<file path="src/rtl/plm_pkg.sv">
`timescale 1ns/1ps
package plm_pkg;
  localparam int LAG_W = 6;

  typedef struct packed {
    logic             valid;
    logic             rsvd;
    logic [LAG_W-1:0] lag;
  } lag_status_t;
endpackage

</file>
<file path="src/rtl/plm_edge_sync.sv">
`timescale 1ns/1ps
module plm_edge_sync #(
  parameter int STAGES = 2
) (
  input  logic clk_i,
  input  logic rst_ni,
  input  logic async_i,
  output logic rise_o
);
  logic [STAGES-1:0] sync_q;
  logic              last_q;

  genvar g;
  generate
    for (g = 0; g < STAGES; g++) begin : g_stage
      if (g == 0) begin : g_first
        always_ff @(posedge clk_i or negedge rst_ni)
          if (!rst_ni) sync_q[0] <= 1'b0;
          else         sync_q[0] <= async_i;
      end else begin : g_next
        always_ff @(posedge clk_i or negedge rst_ni)
          if (!rst_ni) sync_q[g] <= 1'b0;
          else         sync_q[g] <= sync_q[g-1];
      end
    end
  endgenerate

  always_ff @(posedge clk_i or negedge rst_ni)
    if (!rst_ni) last_q <= 1'b0;
    else         last_q <= sync_q[STAGES-1];

  assign rise_o = sync_q[STAGES-1] & ~last_q;
endmodule

</file>
<file path="src/rtl/plm_frame_ctr.sv">
`timescale 1ns/1ps
module plm_frame_ctr
  import plm_pkg::*;
#(
  parameter int MF_FRAMES = 48
) (
  input  logic             clk_i,
  input  logic             rst_ni,
  input  logic             frame_i,
  input  logic             mf_i,
  output logic [LAG_W-1:0] cnt_nxt_o
);
  localparam logic [LAG_W-1:0] LAST = LAG_W'(MF_FRAMES - 1);

  logic [LAG_W-1:0] cnt_q;

  // multiframe marker overrides a coincident frame pulse
  always_comb begin
    if (mf_i)         cnt_nxt_o = '0;
    else if (frame_i) cnt_nxt_o = (cnt_q == LAST) ? '0 : cnt_q + 1'b1;
    else              cnt_nxt_o = cnt_q;
  end

  always_ff @(posedge clk_i or negedge rst_ni)
    if (!rst_ni) cnt_q <= '0;
    else         cnt_q <= cnt_nxt_o;
endmodule

</file>
<file path="src/rtl/plm_gap_chk.sv">
`timescale 1ns/1ps
module plm_gap_chk #(
  parameter int MF_CYC  = 786432,
  parameter int TIMEOUT = 802816,
  parameter int TOL     = 1
) (
  input  logic clk_i,
  input  logic rst_ni,
  input  logic rise_i,
  output logic pair_ok_o,
  output logic stale_o
);
  localparam int CNT_W = $clog2(TIMEOUT + 1);
  localparam logic [CNT_W-1:0] LO_C  = CNT_W'(MF_CYC - TOL);
  localparam logic [CNT_W-1:0] HI_C  = CNT_W'(MF_CYC + TOL);
  localparam logic [CNT_W-1:0] SAT_C = CNT_W'(TIMEOUT);

  // 0 = no reference edge yet; saturates at SAT_C
  logic [CNT_W-1:0] gap_q;

  always_ff @(posedge clk_i or negedge rst_ni)
    if (!rst_ni)                          gap_q <= '0;
    else if (rise_i)                      gap_q <= CNT_W'(1);
    else if (gap_q != '0 && gap_q != SAT_C) gap_q <= gap_q + 1'b1;

  assign pair_ok_o = rise_i && (gap_q >= LO_C) && (gap_q <= HI_C);
  assign stale_o   = (gap_q == SAT_C);
endmodule

</file>
<file path="src/rtl/partner_mf_lag_mon.sv">
`timescale 1ns/1ps
module partner_mf_lag_mon
  import plm_pkg::*;
#(
  parameter int FRAME_CYC   = 16384,
  parameter int MF_FRAMES   = 48,
  parameter int TOL         = 1,
  parameter int SYNC_STAGES = 2
) (
  input  logic       clk_i,
  input  logic       rst_ni,
  input  logic       frame_i,
  input  logic       mf_i,
  input  logic       partner_i,
  output logic [7:0] status_o
);
  localparam int MF_CYC  = FRAME_CYC * MF_FRAMES;
  localparam int TIMEOUT = MF_CYC + FRAME_CYC;

  logic             rise;
  logic             pair_ok;
  logic             stale;
  logic [LAG_W-1:0] lag_nxt;
  logic             valid_q;
  logic [LAG_W-1:0] lag_q;
  lag_status_t      stat;

  plm_edge_sync #(.STAGES(SYNC_STAGES)) u_sync (
    .clk_i(clk_i), .rst_ni(rst_ni), .async_i(partner_i), .rise_o(rise)
  );

  plm_frame_ctr #(.MF_FRAMES(MF_FRAMES)) u_frm (
    .clk_i(clk_i), .rst_ni(rst_ni), .frame_i(frame_i), .mf_i(mf_i),
    .cnt_nxt_o(lag_nxt)
  );

  plm_gap_chk #(.MF_CYC(MF_CYC), .TIMEOUT(TIMEOUT), .TOL(TOL)) u_gap (
    .clk_i(clk_i), .rst_ni(rst_ni), .rise_i(rise),
    .pair_ok_o(pair_ok), .stale_o(stale)
  );

  always_ff @(posedge clk_i or negedge rst_ni)
    if (!rst_ni) begin
      valid_q <= 1'b0;
      lag_q   <= '0;
    end else if (rise) begin
      valid_q <= pair_ok;
      if (pair_ok) lag_q <= lag_nxt;
    end else if (stale) begin
      valid_q <= 1'b0;
    end

  always_comb begin
    stat.valid = valid_q;
    stat.rsvd  = 1'b0;
    stat.lag   = lag_q;
  end

  assign status_o = stat;
endmodule

</file>
<file path="config.mk">
export PLATFORM = sky130hd
export DESIGN_NAME = partner_mf_lag_mon
export DESIGN_NICKNAME = d
export VERILOG_FILES = /design/src/rtl/plm_pkg.sv /design/src/rtl/plm_edge_sync.sv /design/src/rtl/plm_frame_ctr.sv /design/src/rtl/plm_gap_chk.sv /design/src/rtl/partner_mf_lag_mon.sv
export SDC_FILE = /design/constraint.sdc
export NUM_CORES = 1
export LEC_CHECK = 0
export BUFFER_PORTS_ARGS = -buffer_cell sky130_fd_sc_hd__buf_2
export CORE_ASPECT_RATIO = 0.7
export CORE_MARGIN = 3
export CORE_UTILIZATION = 45
export CTS_BUF_LIST = sky130_fd_sc_hd__clkbuf_4 sky130_fd_sc_hd__clkbuf_8
export DETAILED_ROUTE_END_ITERATION = 10
export PLACE_DENSITY = 0.66
export SYNTH_ARGS = -nofsm -noshare
export SYNTH_HDL_FRONTEND = slang
export SYNTH_HIERARCHICAL = 1
export SYNTH_SLANG_ARGS = --single-unit
export TNS_END_PERCENT = 20
</file>
<file path="constraint.sdc">
create_clock -name clk_i -period 3.3 [get_ports clk_i]
set_clock_uncertainty 0.2 [all_clocks]
set_input_delay 0.495 -clock clk_i [delete_from_list [all_inputs] [get_ports clk_i]]
set_output_delay 0.495 -clock clk_i [all_outputs]
set_load 0.05 [all_outputs]
</file>
Yosys cells after proc, flatten, opt, wreduce, memory -nomap -nowiden
Index checks and enable logic that the tools add are counted.
{"block": "op_classes", "addsub": 2, "reduce_logical": 7, "magnitude_cmp": 2, "eq_ne": 3, "bitwise_logic": 2, "mux": 7}
{"cell": "$mux 20", "n": 2}
{"cell": "$add 20x1->20 const B", "n": 1}
{"cell": "$eq 20x20->1 const B", "n": 1}
{"cell": "$ge 20x20->1 const B", "n": 1}
{"cell": "$le 20x20->1 const B", "n": 1}
{"cell": "$ne 20x20->1 const B", "n": 1}
{"cell": "$reduce_bool 20->1", "n": 1}
{"cell": "$mux 6", "n": 3}
{"cell": "$add 6x1->6 const B", "n": 1}
{"cell": "$eq 6x6->1 const B", "n": 1}
{"cell": "$reduce_bool 2->1", "n": 2}
{"cell": "$logic_and 1x1->1", "n": 3}
{"cell": "$mux 1", "n": 2}
{"cell": "$reduce_and 2->1", "n": 1}
{"cell": "$and 1x1->1", "n": 1}
{"cell": "$not 1->1", "n": 1}
{"block": "totals", "input_bits": 5, "regBits": 36}

Longest topological paths before layout
Gate-level depths: netlist of the first run.
{"block": "logic_depth", "word_depth": 5, "mapped_depth": 8}

Modules after synthesis
Netlist of the first run, hierarchy kept.
{"module": "plm_gap_chk", "cells_each": 128, "area_per_inst_um2": 1179.9, "n_inst": 1, "seq_area_each_um2": 500.5}
{"module": "partner_mf_lag_mon", "cells_each": 19, "area_per_inst_um2": 306.5, "n_inst": 1, "seq_area_each_um2": 175.2}
{"module": "plm_frame_ctr", "cells_each": 28, "area_per_inst_um2": 291.5, "n_inst": 1, "seq_area_each_um2": 150.1}
{"module": "plm_edge_sync", "cells_each": 4, "area_per_inst_um2": 88.8, "n_inst": 1, "seq_area_each_um2": 75.1}

Worst setup path before layout of the first run
Ideal clock, no wire load.
{"block": "synth_timing", "path_type": "flip-flop to flip-flop", "start": "reg u_gap.gap_q[0]", "end": "reg lag_q[0]", "slack_ps": 966, "synth_period_minus_slack_ps": 2334, "arrival_ps": 2009, "setup_time_ps": 125, "required_ps": 2975, "stages_incl_launch_ff": 9, "n_path_buf": 1, "path_cell_list": "dfrtp_1 -> ha_1 -> nand3_1 -> or4_1 -> buf_2 -> nor2_1 -> o21a_1 -> nand2_4 -> mux2_4"}
{"block": "synth_between", "elab_chain_len": 4, "elab_cells_between_ends": 5, "cone_classes": "order compare (2); reduce/logical (3)"}
{"item": "start, declared", "line": "plm_gap_chk.sv:19", "source": "logic [CNT_W-1:0] gap_q;"}
{"item": "start signal, assigned", "line": "plm_gap_chk.sv:24", "source": "else if (gap_q != '0 && gap_q != SAT_C) gap_q <= gap_q + 1'b1;"}
{"item": "$ge 20x20->1", "line": "plm_gap_chk.sv:26", "source": "assign pair_ok_o = rise_i && (gap_q >= LO_C) && (gap_q <= HI_C);"}
{"item": "$logic_and 1x1->1", "line": "plm_gap_chk.sv:26"}
{"item": "$logic_and 1x1->1 *", "line": "plm_gap_chk.sv:26"}
{"item": "net pair_ok", "line": "partner_mf_lag_mon.sv:21", "source": "logic pair_ok;"}
{"item": "$reduce_and 2->1 (no line) *"}
{"item": "end signal, assigned", "line": "partner_mf_lag_mon.sv:48", "source": "if (pair_ok) lag_q <= lag_nxt;"}
{"item": "end, declared", "line": "partner_mf_lag_mon.sv:25", "source": "logic [LAG_W-1:0] lag_q;"}
Mark *: on every way through the listed nets, which the timed path passes. The rest lies on a longest branch.
A chain may end at the register's enable or synchronous reset.

Final worst setup path of the first run
{"block": "layout_timing", "start": "reg u_gap.gap_q[1]", "end": "reg lag_q[5]"}
The elaborated chain is that of the path after synthesis.

==> results.txt, run 1 <==
----------------------------------------------------
[Synthesis]
  Number of instances in the synthesized netlist ... 179
  Dominant synthesized flop cell ... dfrtp_1
  Post-Syn Nets ... 188
  Distinct cells, synth ... 43
  Average cell area after synthesis ... 10.4 µm²
  Synth async-reset ratio ... 1.00
  Count of synthesis-stage warnings from yosys ... 6
  Seq cells post-synth ... 36
  Cell area after synthesis ... 1870 µm²
  Number of flops mapped to enable cells by yosys ... 0
  Share of the yosys chip area belonging to registers ... 0.483

[Setup path]
  Critical path peak fanout ... 7
  Worst setup EP type ... flop
  Flop2flop setup slack ... 0.74 ns
  Worst EP arrival ... 2.53 ns
  Required time of the critical path ... 3.27 ns
  Worst reg2reg path endpoint ... lag_q[5]
  Launch point of the worst path ... u_gap/gap_q[1]
  Reg-to-reg startpoint ... u_gap/gap_q[1]
  Worst setup path category ... reg2reg
  Element type at the critical path start ... flop
  Length in cells of the worst reg-to-reg path ... 7

[Cells and area]
  Most common cell after layout, fill and taps aside ... dfrtp_1
  Final #Nets ... 199
  Share of post-route cells with drive strength above 1 ... 0.188
  Leading cell types in the layout, fill and taps excluded ... dfrtp_1 (36), nor2_1 (17), buf_2 (11)
  Number of diodes added for antenna fixing ... 0
  Growth of design area from synthesis to finish ... 7.84%
  Final core area utilization ... 0.538
  Fill count ... 337

[CTS]
  Post-CTS Repair Setup Buffers ... 0
  Cell chosen for the clock root ... clkbuf_8
  Number of buffers added to fix hold violations after cts ... 0
  CTS H-tree depth ... 2
  Num Clock Sinks ... 36
  Insertion delay of the later-clocked pin in the worst-skew pair ... 0.28 ns
  TritonCTS clock tree ... yes
  Number of gates resized after cts ... 0
  Clock-pin slew reported for the worst setup and hold paths after clock tree synthesis ... 0.07 ns
  Buffer levels on the longest clock path ... 2
  Number of buffers created by CTS ... 5

[Routing]
  DRC marker count from the first detailed-route iteration ... 89
  Total vias in the final route ... 1,347
  Detail-routed net length per standard cell ... 15.0 µm
  Number of search-and-repair iterations in the first detailed-routing pass ... 4
  DRC violations left ... 0
  Vias per inst ... 5.59
  Final ANT Viol Nets ... 0
  Total length of routed wires ... 3620 µm

[Timing]
  Final-report setup violation count ... 0
  Highest Clock Rate ... 390 MHz
  Setup Total Neg Slack ... 0 ns
  Period Utilization, post-route ... 0.777
  RSZ-0062 raised after global routing ... false
  Slew Limit Fails ... 0
  Final critical path time including I/O delays and setup ... 2.56 ns
  Rel. slew slack ... 0.436
  Pin slew with the least headroom to its limit ... 0.839 ns
  Final hold violation count ... 0
  Final critical-path setup slack ... 0.736 ns

[Die]
  Vertical extent of the die ... 59.9 µm
  Cell row count ... 18
  Initial core utilization ... 0.499
  Core area ... 3740 µm²
  Count of boundary I/O pins ... 13
  Die area ... 4970 µm²
  X dimension of the die ... 83.0 µm

[Global route]
  Sum of overflow across all layers after global routing ... 0
  Aggregate global-route resource usage ... 0.165
  First-pass GRT wire length ... 6360 µm
  GRT met2 Usage ... 0.248
  Initial antenna violation count ... 0
  Met3 Track Usage GR ... 0.0537
  Largest net degree at the start of global routing ... 37
  Most Crowded Layer GR ... met2
  Number of global-route vias before repair ... 1,315
  Global-route track usage on met1 ... 0.223

[Pwr]
  Worst IR drop on VDD ... 0.287 mV
  Leakage ... 0.000923 µW
  Pwr Total ... 1010 µW
  PwrDens ... 503 nW/µm²

[Worst hold path]
  Min-delay worst type ... in2async

[Flow run]
  Count of maximum capacitance violations ... 0

[Placed design]
  Pre-CTS setup slack ... 0.770 ns
  Count of buffers inserted at the top-level ports ... 11
  Half-perimeter wire length of the detailed placement result ... 2600 µm
  Routability-driven placement congestion ratio ... 0.837

[Run status]
  Outcome ... completed

----------------------------------------------------
cells by family (layout without fill, tap and decap cells):
| group | Yosys count | in the layout | share of synthesized area |
|---|---|---|---|
| adder cells (fa/ha/maj) | 4 | 4 | 0.0268 |
| multiplexers | 7 | 7 | 0.0536 |
| flip-flops | 36 | 36 | 0.483 |
| buffers and inverters | 13 | 25 | 0.0462 |
| other | 1 | 1 | 0.00201 |
| XOR/XNOR | 13 | 13 | 0.0610 |
| AO/OA/AOI/OAI | 23 | 23 | 0.0704 |
| AND/OR/NAND/NOR | 82 | 82 | 0.257 |
power breakdown:
group          switching (µW)  internal [µW]  leakage [µW]
logic                     106           72.3      0.000384
clock network             150            166     0.0000510
registers                46.8            471      0.000488
total                     303            709      0.000923
per-layer routing:
layer,vias to the layer above,part of all wire
met2,23,0.44
met1,661,0.51
met4,0,0.011
met5,-,0
li1,656,-
met3,7,0.038
worst max path at each step:
stage,to,cells after the start
after floorplan,lag_q[0],8
after global placement,lag_q[0],7
after detailed placement,lag_q[5],7
after CTS,lag_q[5],7
after global routing,lag_q[5],7
final,lag_q[5],7
sequential cells by signal (all words and copies together), names as in the netlist:
name           flops
valid_q            1
u_gap/gap_q       20
u_sync/sync_q      2
lag_q              6
u_sync/last_q      1
u_frm/cnt_q        6
metrics by stage:
step | std cells | cell area, µm² | hold slack (ns)
CTS | 241 | 2010 | 0.108
global placement | 233 | 1920 | 0.143
detailed placement | 233 | 1920 | 0.156
floorplan | 179 | 1870 | -0.000591
global route | 241 | 2010 | 0.104
finish | 241 | 2010 | 0.0789
final cells by class:
type / instances / area (µm²) / share of cell area
Sequential cell: 36 / 901 / 0.447
Multi-Input combinational cell: 130 / 880 / 0.437
Clock buffer: 6 / 82.6 / 0.0410
Tap cell: 50 / 62.6 / 0.0311
Timing Repair Buffer: 11 / 55.1 / 0.0273
Inverter: 6 / 22.5 / 0.0112
Clock inverter: 2 / 10.0 / 0.00497
Yosys cell counts, types with 2 or more instances:
cell	n	area, µm²
a21oi_1	9	45.0
a31o_2	2	17.5
and3_1	2	12.5
buf_4	2	15.0
clkbuf_1	3	11.3
dfrtp_1	36	901
ha_1	4	50.1
inv_1	6	22.5
mux2_4	6	90.1
nand2_1	10	37.5
nand2b_1	2	12.5
nand3_1	8	40.0
nand3_2	2	20.0
nand4_1	8	50.1
nand4_2	2	25.0
nor2_1	17	63.8
nor3_1	4	20.0
nor4_1	6	37.5
o21ai_0	8	40.0
or3_1	7	43.8
or3_2	2	15.0
xnor2_1	7	61.3
xor2_1	6	52.6
critical path, cell delays in order, from the launching register on:
cell and delay, ns:
dfrtp_1 0.42, ha_1 0.26, nand3_1 0.17, or4_1 0.63, nor2_1 0.14, o21a_1 0.16
nand2_4 0.11, mux2_4 0.35
Power figures use the tool's default switching activity.
==> run 2, diff against run 1 <==
--- a/config.mk
+++ b/config.mk
@@ -5,6 +5,7 @@
 export SDC_FILE = /design/constraint.sdc
 export NUM_CORES = 1
 export LEC_CHECK = 0
+export ABC_AREA = 1
 export BUFFER_PORTS_ARGS = -buffer_cell sky130_fd_sc_hd__buf_2
 export CORE_ASPECT_RATIO = 0.7
 export CORE_MARGIN = 3
==> constraint.sdc (replaced) <==
create_clock -name clk_i -period 2.55 [get_ports clk_i]
set_clock_uncertainty 0.2 [all_clocks]
set_input_delay 0.3825 -clock clk_i [delete_from_list [all_inputs] [get_ports clk_i]]
set_output_delay 0.3825 -clock clk_i [all_outputs]
set_load 0.05 [all_outputs]
==> results.txt, run 2 <==
----------------------------------------------------
[Run status]
  Outcome ... finished, violations left
  Failing checks ... negative hold slack

[Cells and area]
  Biggest regs ... u_gap/gap_q: 20 flops, lag_q: 6 flops, u_frm/cnt_q: 6 flops
  Growth of design area from synthesis to finish ... 10.8%
  Fill count ... 389 (+15%)
  Max FFs per register ... 20 (unchanged)
  Biggest register ... u_gap/gap_q
  Multi-input gate area in the final layout ... 953 µm² (+8.4%)
  Final #Nets ... 288 (+45%)
  Most common cell after layout, fill and taps aside ... nand2_1
  Leading cell types in the layout, fill and taps excluded ... nand2_1 (67), nor2_1 (49), dfrtp_1 (36)
  Share of post-route cells with drive strength above 1 ... 0.154 (-0.0344)
  Number of diodes added for antenna fixing ... 0 (unchanged)
  Flip-flop and latch area ... 901 µm² (unchanged)
  Layout Cells excl Fill ... 331 (+37%)
  Area of all placed cells without fillers ... 2190 µm² (+8.8%)

[CTS]
  Insertion delay of the later-clocked pin in the worst-skew pair ... 0.29 ns (about the same)
  Number of gates resized after cts ... 0 (unchanged)
  Clock-pin slew reported for the worst setup and hold paths after clock tree synthesis ... 0.07 ns (about the same)
  Number of buffers created by CTS ... 5 (unchanged)
  CTS H-tree depth ... 2 (unchanged)
  TritonCTS clock tree ... yes
  Cell chosen for the clock root ... clkbuf_8
  Num Clock Sinks ... 36 (unchanged)
  Buffer levels on the longest clock path ... 2 (unchanged)

[Pwr]
  Leakage ... 0.00103 µW (+12%)
  Worst IR drop on VDD ... 0.340 mV (+19%)
  PwrDens ... 593 nW/µm² (+18%)

[Synthesis]
  Share of the yosys chip area belonging to registers ... 0.456 (-0.0269)
  Distinct cells, synth ... 27 (-37%)
  Seq cells post-synth ... 36 (unchanged)
  Synth async-reset ratio ... 1.00 (unchanged)
  Arithmetic-cell share of the synthesized area counting full adders, half adders and majority gates ... 0.0253 (-0.00149)
  Post-synthesis mux area share ... 0 (-0.0536)
  Most common cell in the netlist ... nand2_1
  Count of synthesis-stage warnings from yosys ... 6 (unchanged)
  Number of instances in the synthesized netlist ... 263 (+47%)
  Simple-gate area share of the yosys netlist ... 0.377 (+0.120)
  Library cell with the largest summed area after synthesis ... dfrtp_1
  Number of flops mapped to enable cells by yosys ... 0 (unchanged)
  Main combinational cell family by area after synthesis ... simple AND/OR/NAND/NOR gates
  Cell area after synthesis ... 1980 µm² (+5.9%)
  Complex-gate fraction of the synthesized area ... 0.0646 (-0.00582)
  Xor and xnor area share after synthesis ... 0.0133 (-0.0477)
  Top post-synthesis cells by count ... nand2_1 (67), nor2_1 (49), dfrtp_1 (36), inv_1 (22), nand3_1 (19)
  Dominant synthesized flop cell ... dfrtp_1
  Top cells by area, synth ... dfrtp_1 (46%), nand2_1 (13%), nor2_1 (9.3%)
  Area share of the largest cell type after synthesis ... 0.456 (-0.0269)
  Average cell area after synthesis ... 7.52 µm² (-28%)
  Post-Syn Nets ... 272 (+45%)

[Setup path]
  Required time of the critical path ... 2.53 ns (-0.74 ns)
  Length in cells of the worst reg-to-reg path ... 11 (+4)
  CP max-delay cell ... dfrtp_1
  Chain of cells forming the critical path ... ha_1, nand2_1, inv_1, nand2_4, nor2_4, nand3_1, a21oi_1, buf_4, nand2_2, nand2_1, nand2_1
  Crit-path most repeated cell ... nand2_1
  Cell type group with the largest total delay on the critical path ... simple AND/OR/NAND/NOR gates
  CP max stage delay ... 0.44 ns (-0.19 ns)
  Worst setup path category ... reg2reg
  Worst EP arrival ... 1.97 ns (-0.56 ns)
  Sum of buffers and inverters on the critical path ... 2 (+2)
  Element type at the critical path start ... flop
  Worst reg2reg path endpoint ... lag_q[4]
  Worst setup path end ... lag_q[4]
  Reg-to-reg startpoint ... u_gap/gap_q[0]
  Launch point of the worst path ... u_gap/gap_q[0]
  Critical path peak fanout ... 7 (unchanged)
  Logic depth of the worst setup path including buffers ... 11 (+4)
  Flop2flop setup slack ... 0.56 ns (-0.18 ns)
  Worst setup EP type ... flop

[Timing]
  Period Utilization, post-route ... 0.782 (+0.00532)
  Slew Limit Fails ... 0 (unchanged)
  Setup Total Neg Slack ... 0 ns (unchanged)
  Final hold violation count ... 36 (+36)
  Highest Clock Rate ... 501 MHz (+29%)
  Worst hold margin ... -0.0266 ns (-0.106 ns)
  Pin slew with the least headroom to its limit ... 0.789 ns (-0.0494 ns)
  RSZ-0062 raised after global routing ... false
  Rel. slew slack ... 0.474 (+0.0381)
  Final-report setup violation count ... 0 (unchanged)
  Final critical path time including I/O delays and setup ... 1.99 ns (-0.569 ns)

[Placed design]
  Post-Place Cells ... 323 (+39%)
  Routability-driven placement congestion ratio ... 0.864 (+3.2%)
  Half-perimeter wire length of the detailed placement result ... 3030 µm (+17%)
  Count of buffers inserted at the top-level ports ... 11 (unchanged)
  DP Area ... 2080 µm² (+8.5%)

[Global route]
  Sum of overflow across all layers after global routing ... 0 (unchanged)
  Initial antenna violation count ... 0 (unchanged)
  First-pass GRT wire length ... 6690 µm (+5.1%)
  Number of global-route vias before repair ... 1,383 (+5.2%)
  Largest net degree at the start of global routing ... 37 (unchanged)
  Aggregate global-route resource usage ... 0.170 (+0.00451)

[Die]
  Count of boundary I/O pins ... 13 (unchanged)
  Vertical extent of the die ... 61.5 µm (+2.6%)
  Die area ... 5240 µm² (+5.4%)
  Core area ... 4070 µm² (+8.7%)
  Cell row count ... 19 (+1)
  Initial core utilization ... 0.486 (-0.0130)
  X dimension of the die ... 85.2 µm (+2.7%)

[Routing]
  Final ANT Viol Nets ... 0 (unchanged)
  DRC violations left ... 0 (unchanged)
  DRC marker count from the first detailed-route iteration ... 107 (+20%)
  Total vias in the final route ... 1,624 (+21%)
  Number of search-and-repair iterations in the first detailed-routing pass ... 4 (unchanged)
  Detail-routed net length per standard cell ... 12.1 µm (-20%)
  Total length of routed wires ... 4000 µm (+10%)
  Vias per inst ... 4.91 (-12%)

[Worst hold path]
  Min-delay worst type ... in2async

[Flow run]
  Count of maximum capacitance violations ... 0 (unchanged)

----------------------------------------------------
## run 2: cell types whose count changed after synthesis, sizes merged, moves of 6 or more
cell,previous run,this run
nand2,11,74
nor2,17,61
inv,6,25
nand3,10,20
or3,9,0
nand4,10,3
mux2,6,0
nor4,6,0
xnor2,7,1
## run 2: where the power goes
group | leakage, µW | internal [µW] | total, µW | switching (µW)
logic | 0.000526 | 79.3 | 216 | 136
clock network | 0.0000503 | 240 | 433 | 192
registers | 0.000457 | 606 | 650 | 43.9
total | 0.00103 | 926 | 1300 | 373
## run 2: worst min path at each step
stage                      from                to  slack, ns  cells after the start
6_report                 rst_ni    u_gap/gap_q[5]      -0.03                      1
3_3_place_gp   u_sync/sync_q[0]  u_sync/sync_q[1]       0.13                      0
5_1_grt                  rst_ni    u_gap/gap_q[0]       0.04                      1
2_1_floorplan            rst_ni          lag_q[0]      -0.11                      0
3_5_place_dp   u_sync/sync_q[0]  u_sync/sync_q[1]       0.15                      0
4_1_cts                  rst_ni    u_gap/gap_q[1]      0.004                      1
## run 2: kinds of logic (layout without fill, tap and decap cells)
| kind of cell | Yosys count | count (layout) |
|---|---|---|
| adder cells (fa/ha/maj) | 4 | 4 |
| AO/OA/AOI/OAI | 24 | 24 |
| flip-flops | 36 | 36 |
| AND/OR/NAND/NOR | 165 | 165 |
| buffers and inverters | 30 | 46 |
| XOR/XNOR | 3 | 3 |
| other | 1 | 1 |
## run 2: layout make-up
cell class                 instances  area share
multi-input combinational        197       0.435
clock buffer                       7      0.0440
timing repair buffer              14      0.0366
inverter                          25      0.0429
sequential                        36       0.411
tap                               52      0.0297
## run 2: routing by layer
layer | GRT usage | up-vias | routed length [µm]
met3 | 0.0455 | 8 | 218
met2 | 0.195 | 34 | 1360
met4 | 0.0609 | 0 | 51
met5 | 0 | - | 0
met1 | 0.284 | 727 | 2370
li1 | - | 855 | -
## run 2: per-stage QoR
stage	total power (µW)	worst slack (ns)	hold WS [ns]	utilization
detailed placement	876	0.566	0.146	0.512
global route	1380	0.353	0.0391	0.539
finish	1300	0.555	-0.0266	0.539
CTS	1310	0.554	0.00373	0.539
floorplan	815	0.604	-0.113	-
global placement	873	0.661	0.134	0.512
## run 2: timing repair
action                                 in CTS  in global routing
setup buffers                               0                  0
endpoints found under the hold margin       1                  0
hold buffers                                1                  0
## run 2: worst register-to-register path, cell delays in order (launching register included)
cell and delay [ns]:
dfrtp_1 0.44, ha_1 0.20, nand2_1 0.07, inv_1 0.12, nand2_4 0.08, nor2_4 0.14, nand3_1 0.08, a21oi_1 0.14
buf_4 0.18, nand2_2 0.12, nand2_1 0.09, nand2_1 0.05
